File: src/rtl/duo_timer_pkg.sv
package duo_timer_pkg;

    localparam int CNT_W   = 8;
    localparam int NUM_TMR = 2;
    localparam int NUM_FIX = 3;
    localparam int SEL_W   = 2;
    localparam int PRE_W   = 16;
    localparam int ADDR_W  = 2;

    localparam logic [SEL_W-1:0] SEL_ALT = SEL_W'(NUM_FIX);

    typedef enum logic [ADDR_W-1:0] {
        REG_CTRL  = 2'd0,
        REG_PRESC = 2'd1,
        REG_COUNT = 2'd2,
        REG_PSTAT = 2'd3
    } reg_addr_e;

    // Field order fixes the bit layout: last member is least significant.
    typedef struct packed {
        logic [NUM_TMR-1:0][SEL_W-1:0] sel;
        logic [NUM_TMR-1:0]            run;
        logic [NUM_TMR-1:0]            ack;
        logic [NUM_TMR-1:0][CNT_W-1:0] div;
    } ctrl_t;

    localparam int CTRL_W = $bits(ctrl_t);
    localparam int DATA_W = CTRL_W;

    typedef logic [NUM_TMR-1:0][CNT_W-1:0] cnt_vec_t;

    // Stored control image: acknowledge bits are strobes, never held.
    function automatic ctrl_t ctrl_store(input logic [DATA_W-1:0] raw);
        ctrl_t c;
        c     = ctrl_t'(raw[CTRL_W-1:0]);
        c.ack = '0;
        return c;
    endfunction

    // Next count of a down-counter that reloads instead of reaching zero.
    function automatic logic [CNT_W-1:0] count_next(
        input logic             run,
        input logic             tick,
        input logic [CNT_W-1:0] cur,
        input logic [CNT_W-1:0] div
    );
        if (!run)
            return div;
        else if (!tick)
            return cur;
        else if (cur == CNT_W'(1))
            return div;
        else
            return cur - CNT_W'(1);
    endfunction

endpackage

File: src/rtl/duo_prescaler.sv
module duo_prescaler
    import duo_timer_pkg::*;
#(
    parameter int W = PRE_W
) (
    input  logic         clk,
    input  logic         rst,
    input  logic         base_tick,
    input  logic         load,
    input  logic [W-1:0] load_val,
    output logic [W-1:0] live_cnt,
    output logic [W-1:0] reload,
    output logic         flex_tick
);

    localparam logic [W-1:0] ONE = W'(1);

    logic [W-1:0] cnt_q;
    logic [W-1:0] rel_q;
    logic         wrap;

    assign wrap      = base_tick && (cnt_q == ONE);
    assign flex_tick = wrap;
    assign live_cnt  = cnt_q;
    assign reload    = rel_q;

    always_ff @(posedge clk) begin
        if (rst) begin
            cnt_q <= '0;
            rel_q <= '0;
        end else if (load) begin
            cnt_q <= load_val;
            rel_q <= load_val;
        end else if (base_tick) begin
            cnt_q <= wrap ? rel_q : cnt_q - ONE;
        end
    end

endmodule

File: src/rtl/duo_countdown.sv
module duo_countdown
    import duo_timer_pkg::*;
#(
    parameter int W    = CNT_W,
    parameter int NFIX = NUM_FIX,
    parameter int SW   = SEL_W
) (
    input  logic            clk,
    input  logic            rst,
    input  logic            run,
    input  logic [W-1:0]    div,
    input  logic [SW-1:0]   sel,
    input  logic [NFIX-1:0] fix_tick,
    input  logic            alt_tick,
    input  logic            ack_wr,
    output logic [W-1:0]    cnt,
    output logic            flag,
    output logic            uf,
    output logic            tk
);

    localparam logic [SW-1:0] ALT_CODE = SW'(NFIX);

    logic         src;
    logic [W-1:0] cnt_q;
    logic         flag_q;

    always_comb begin
        src = 1'b0;
        if (sel == ALT_CODE) begin
            src = alt_tick;
        end else begin
            for (int k = 0; k < NFIX; k++) begin
                if (sel == SW'(k)) src = fix_tick[k];
            end
        end
    end

    assign tk   = run && src;
    assign uf   = tk && (cnt_q == W'(1));
    assign cnt  = cnt_q;
    assign flag = flag_q;

    always_ff @(posedge clk) begin
        if (rst) begin
            cnt_q  <= '0;
            flag_q <= 1'b0;
        end else begin
            cnt_q <= count_next(run, tk, cnt_q, div);
            if (uf)
                flag_q <= 1'b1;
            else if (ack_wr)
                flag_q <= 1'b0;
        end
    end

endmodule

File: src/rtl/duo_regs.sv
module duo_regs
    import duo_timer_pkg::*;
(
    input  logic               clk,
    input  logic               rst,
    input  logic               wr_en,
    input  logic [ADDR_W-1:0]  addr,
    input  logic [DATA_W-1:0]  wdata,
    input  cnt_vec_t           cnt,
    input  logic [NUM_TMR-1:0] flag,
    input  logic [PRE_W-1:0]   pre_live,
    input  logic [PRE_W-1:0]   pre_reload,
    output ctrl_t              ctrl,
    output logic [NUM_TMR-1:0] ack_wr,
    output logic               pre_load,
    output logic [DATA_W-1:0]  rdata
);

    ctrl_t ctrl_q;
    ctrl_t wr_img;
    logic  ctrl_wr;

    assign wr_img   = ctrl_t'(wdata[CTRL_W-1:0]);
    assign ctrl_wr  = wr_en && (reg_addr_e'(addr) == REG_CTRL);
    assign pre_load = wr_en && (reg_addr_e'(addr) == REG_PRESC);
    assign ack_wr   = ctrl_wr ? wr_img.ack : '0;
    assign ctrl     = ctrl_q;

    always_ff @(posedge clk) begin
        if (rst)
            ctrl_q <= '0;
        else if (ctrl_wr)
            ctrl_q <= ctrl_store(wdata);
    end

    always_comb begin
        unique case (reg_addr_e'(addr))
            REG_CTRL:  rdata = DATA_W'(ctrl_q);
            REG_PRESC: rdata = DATA_W'(pre_reload);
            REG_COUNT: rdata = DATA_W'({flag, cnt});
            REG_PSTAT: rdata = DATA_W'(pre_live);
            default:   rdata = '0;
        endcase
    end

endmodule

File: src/rtl/duo_tick_timer.sv
module duo_tick_timer
    import duo_timer_pkg::*;
(
    input  logic               clk,
    input  logic               rst,
    input  logic [NUM_FIX-1:0] tick_fix_i,
    input  logic               tick_base_i,
    input  logic               wr_en_i,
    input  logic [ADDR_W-1:0]  addr_i,
    input  logic [DATA_W-1:0]  wdata_i,
    output logic [DATA_W-1:0]  rdata_o,
    output logic [NUM_TMR-1:0] irq_o
);

    ctrl_t              ctrl_q;
    cnt_vec_t           cnt;
    logic [NUM_TMR-1:0] flag;
    logic [NUM_TMR-1:0] uf;
    logic [NUM_TMR-1:0] tk;
    logic [NUM_TMR-1:0] alt;
    logic [NUM_TMR-1:0] ack_wr;
    logic               pre_load;
    logic               flex_tick;
    logic [PRE_W-1:0]   pre_live;
    logic [PRE_W-1:0]   pre_reload;

    duo_regs u_regs (
        .clk        (clk),
        .rst        (rst),
        .wr_en      (wr_en_i),
        .addr       (addr_i),
        .wdata      (wdata_i),
        .cnt        (cnt),
        .flag       (flag),
        .pre_live   (pre_live),
        .pre_reload (pre_reload),
        .ctrl       (ctrl_q),
        .ack_wr     (ack_wr),
        .pre_load   (pre_load),
        .rdata      (rdata_o)
    );

    duo_prescaler #(.W(PRE_W)) u_pre (
        .clk       (clk),
        .rst       (rst),
        .base_tick (tick_base_i),
        .load      (pre_load),
        .load_val  (wdata_i[PRE_W-1:0]),
        .live_cnt  (pre_live),
        .reload    (pre_reload),
        .flex_tick (flex_tick)
    );

    for (genvar i = 0; i < NUM_TMR; i++) begin : g_tmr
        if (i == 0) begin : g_flex
            assign alt[i] = flex_tick;
        end else begin : g_casc
            assign alt[i] = uf[i-1];
        end

        duo_countdown #(.W(CNT_W), .NFIX(NUM_FIX), .SW(SEL_W)) u_cd (
            .clk      (clk),
            .rst      (rst),
            .run      (ctrl_q.run[i]),
            .div      (ctrl_q.div[i]),
            .sel      (ctrl_q.sel[i]),
            .fix_tick (tick_fix_i),
            .alt_tick (alt[i]),
            .ack_wr   (ack_wr[i]),
            .cnt      (cnt[i]),
            .flag     (flag[i]),
            .uf       (uf[i]),
            .tk       (tk[i])
        );
    end

    assign irq_o = flag;

endmodule

File: config.mk
export PLATFORM = sky130hd
export DESIGN_NAME = duo_tick_timer
export DESIGN_NICKNAME = d
export VERILOG_FILES = /design/src/rtl/duo_timer_pkg.sv /design/src/rtl/duo_prescaler.sv /design/src/rtl/duo_countdown.sv /design/src/rtl/duo_regs.sv /design/src/rtl/duo_tick_timer.sv
export SDC_FILE = /design/constraint.sdc
export NUM_CORES = 1
export LEC_CHECK = 0
export BUFFER_PORTS_ARGS = -buffer_cell sky130_fd_sc_hd__buf_4
export CAP_MARGIN = 30
export CORE_ASPECT_RATIO = 1.4
export CORE_MARGIN = 2
export CORE_UTILIZATION = 40
export DETAILED_ROUTE_END_ITERATION = 7
export GPL_ROUTABILITY_DRIVEN = 0
export PLACE_DENSITY = 0.56
export SETUP_SLACK_MARGIN = 0.05
export SLEW_MARGIN = 20
export SYNTH_ARGS = -nofsm -noshare
export SYNTH_HDL_FRONTEND = slang
export SYNTH_SLANG_ARGS = --single-unit
File: constraint.sdc
create_clock -name clk -period 8.1 [get_ports clk]
set_clock_uncertainty 0.1 [all_clocks]
set_input_delay 1.62 -clock clk [delete_from_list [all_inputs] [get_ports clk]]
set_output_delay 1.62 -clock clk [all_outputs]
set_load 0.005 [all_outputs]
==> flow_metrics.py <==
metrics = {
    "detailed_routing": {
        "wl_mm": 12.1,
        "drtIter0Drc": 244,
        "ant_nets": 0,
        "vias_per_cell": 5.69,
        "first_pass_iters": 5,
        "route.vias.total": 3881,
        "drc_errors": 0,
        "wire_per_inst_um": 17.7,
    },
    "synth": {
        "ys_types": 67,
        "synth_top_cell_area_share": 0.345,
        "ys_ff_latch": 72,
        "yosysWarnings": 0,
        "yosys-top-cells-count": "nand2_1 (109), a21oi_1 (74), dfxtp_1 (72), o21ai_0 (23)",
        "netlist_area_um2": 4180,
        "synth-edff-count": 0,
        "yosysSeqAreaShare": 0.345,
        "async_flop_share": 0,
        "synth_ff_type": "dfxtp_1",
        "synth_cells": 504,
        "yosysTopAreaCell": "dfxtp_1",
        "synth.most_common_cell": "nand2_1",
        "synth_fp_nets": 543,
        "syn_area_per_cell_um2": 8.30,
        "synth_area_leaders": "dfxtp_1 (34%), nand2_1 (9.8%), a21oi_1 (8.9%)",
    },
    "cells_and_area": {
        "drive_gt1_frac": 0.200,
        "antenna_cells": 0,
        "fill_cells": 1022,
        "area_delta_synth_final_pct": 17.7,
        "utilization": 0.478,
        "nets": 579,
        "multi_input_area_um2": 2480,
        "regArea_um2": 1440,
    },
    "cts": {
        "cts_buffer_depth": 2,
        "cts_tree": "built",
        "cts_hold_buffers": 0,
        "insertion_delay_ps": 340,
        "root_buffer": "clkbuf_16",
        "cts_setup_buffers": 0,
        "post_cts_resized": 0,
        "cts_max_level": 3,
        "clock_sinks": 72,
        "cts-buffers-inserted": 9,
        "clk_pin_slew_ps": 60,
    },
    "floorplanning": {
        "dieArea_um2": 11300,
        "initial_core_util": 0.406,
        "die_w_um": 90.4,
        "boundaryPins": 59,
        "core.rowCount": 44,
        "die_h_um": 125,
        "core_area_um2": 10300,
    },
    "worst_setup_path": {
        "r2r_cells": 7,
        "worstPathMaxFanout": 22,
        "cp_common_cell": "buf_4",
        "r2r-start": "u_pre.live_cnt[0]",
        "required_ps": 6380,
        "arrival_ps": 2790,
        "r2r-end": "g_tmr[1].u_cd.cnt[0]",
        "crit_path_end_kind": "output port",
        "cp-start-kind": "input pin",
        "worstSetupPathType": "in -> out",
        "ff2ff_setup_slack_ps": 5240,
        "crit_slowest_cell": "mux4_1",
        "crit_chain": "buf_4, mux4_1, buf_4",
        "cp_slowest_stage_delay_ps": 640,
    },
    "sta": {
        "max_slew_margin": 0.268,
        "fmax_ghz": 0.222,
        "fin_setup_tns_ps": 0,
        "setup_violations": 0,
        "tightest_slew_ps": 1090,
        "final_hold_viol_count": 0,
        "min_period_ps": 4510,
        "rsz0062_at_grt": "false",
        "maxSlewViolCount": 0,
        "period_share": 0.557,
    },
    "worst_hold_path": {
        "hp-start": "u_regs.ctrl[6]",
        "hold_end": "u_regs.ctrl[6]",
        "hold_depth": 2,
        "hp-class": "reg -> reg",
    },
    "power": {
        "p_sw_uw": 279,
        "seqPwrFrac": 0.413,
        "power.share.combinational": 0.187,
        "power_uw": 979,
        "p_sw_frac": 0.285,
        "power-per-cell-area_nw_per_um2": 199,
        "p_leak_nw": 1.81,
        "internal_power_uw": 700,
        "p_clk_frac": 0.400,
        "vdd_ir_drop_max_uv": 104,
    },
    "global_route": {
        "grt_pass1_vias": 3683,
        "grt_use_total": 0.213,
        "grt_max_degree": 69,
        "grt-ovfl-total": 0,
        "grt_first_pass_wirelength_mm": 19.2,
        "antenna_found_initial": 0,
    },
    "run": {
        "max_cap_violations": 0,
    },
    "place": {
        "port_buffers": 58,
        "dp_hpwl_mm": 8.31,
    },
    "run_status": {
        "status": "complete, no violations",
    },
}
[critical path: cells and delay by family]
family                 cells  cell delay, ps
buffers and inverters      2             520
multiplexers               1             640
[power by group through the flow]
stage               Sequential (mW)  Combinational (mW)  Clock [mW]
detailed placement            0.411               0.181           0
global route                  0.408               0.202       0.413
floorplan                     0.400               0.136           0
CTS                           0.404               0.182       0.400
finish                        0.405               0.183       0.391
global placement              0.412               0.178           0
[through the flow]
step / instance area (um^2) / cells / hold slack (ps) / setup slack, ps
global route: 4920 / 682 / 389 / 3560
detailed placement: 4610 / 665 / 363 / 3630
floorplan: 4180 / 504 / 338 / 3240
finish: 4920 / 682 / 370 / 3590
global placement: 4600 / 664 / 359 / 3620
CTS: 4900 / 680 / 372 / 3600
[per-layer routing]
metal	track usage	vias to the layer above	share of wire
li1	-	1910	-
met1	0.260	1865	0.43
met2	0.374	92	0.52
met3	0.0319	14	0.031
met4	0.0851	0	0.022
met5	0	-	0
[cells in the final DEF, fill, tap and decap left out, drive strengths merged, types with 7 or more instances in the layout]
cell type	instances
nor3	12
mux4	16
nand3	8
dfxtp	72
inv	17
a21oi	74
o21ai	24
nand2	109
and2	7
o221ai	7
buf	62
clkbuf	11
nor2	22
[flip-flops by register name, indices dropped and copies added (netlist names)]
register / flops
u_regs.ctrl: 22
u_pre.live_cnt: 16
g_tmr.u_cd.flag: 2
g_tmr.u_cd.cnt: 16
u_pre.reload: 16
[area by class of cell]
| cell class | count | share of cell area |
|---|---|---|
| clock buffers | 11 | 0.0493 |
| clock inverters | 4 | 0.00915 |
| multi-input cells | 378 | 0.504 |
| flip-flops and latches | 72 | 0.293 |
| repair buffers | 62 | 0.0971 |
| inverters | 17 | 0.0130 |
| well taps | 138 | 0.0351 |
[worst max path at each step]
stage / startpoint / to / slack, ps / cells past startpoint
2_1_floorplan: addr_i[1] / rdata_o[10] / 3240 / 3
3_3_place_gp: addr_i[1] / rdata_o[4] / 3620 / 3
3_5_place_dp: addr_i[1] / rdata_o[4] / 3630 / 3
4_1_cts: addr_i[1] / rdata_o[4] / 3600 / 3
5_1_grt: addr_i[1] / rdata_o[4] / 3560 / 3
6_report: addr_i[1] / rdata_o[4] / 3590 / 3
[kinds of logic (layout without fill, tap and decap cells)]
group,after synthesis,after routing,synth area share
DFF,72,72,0.345
muxes,23,23,0.104
adders and majority gates,6,6,0.0180
and+or+nand+nor,190,190,0.223
xor gates and xnor gates,1,1,0.00209
buffers and inverters,54,94,0.0625
AOI/OAI and AO/OA,158,158,0.246
Power figures use the tool's default switching activity.
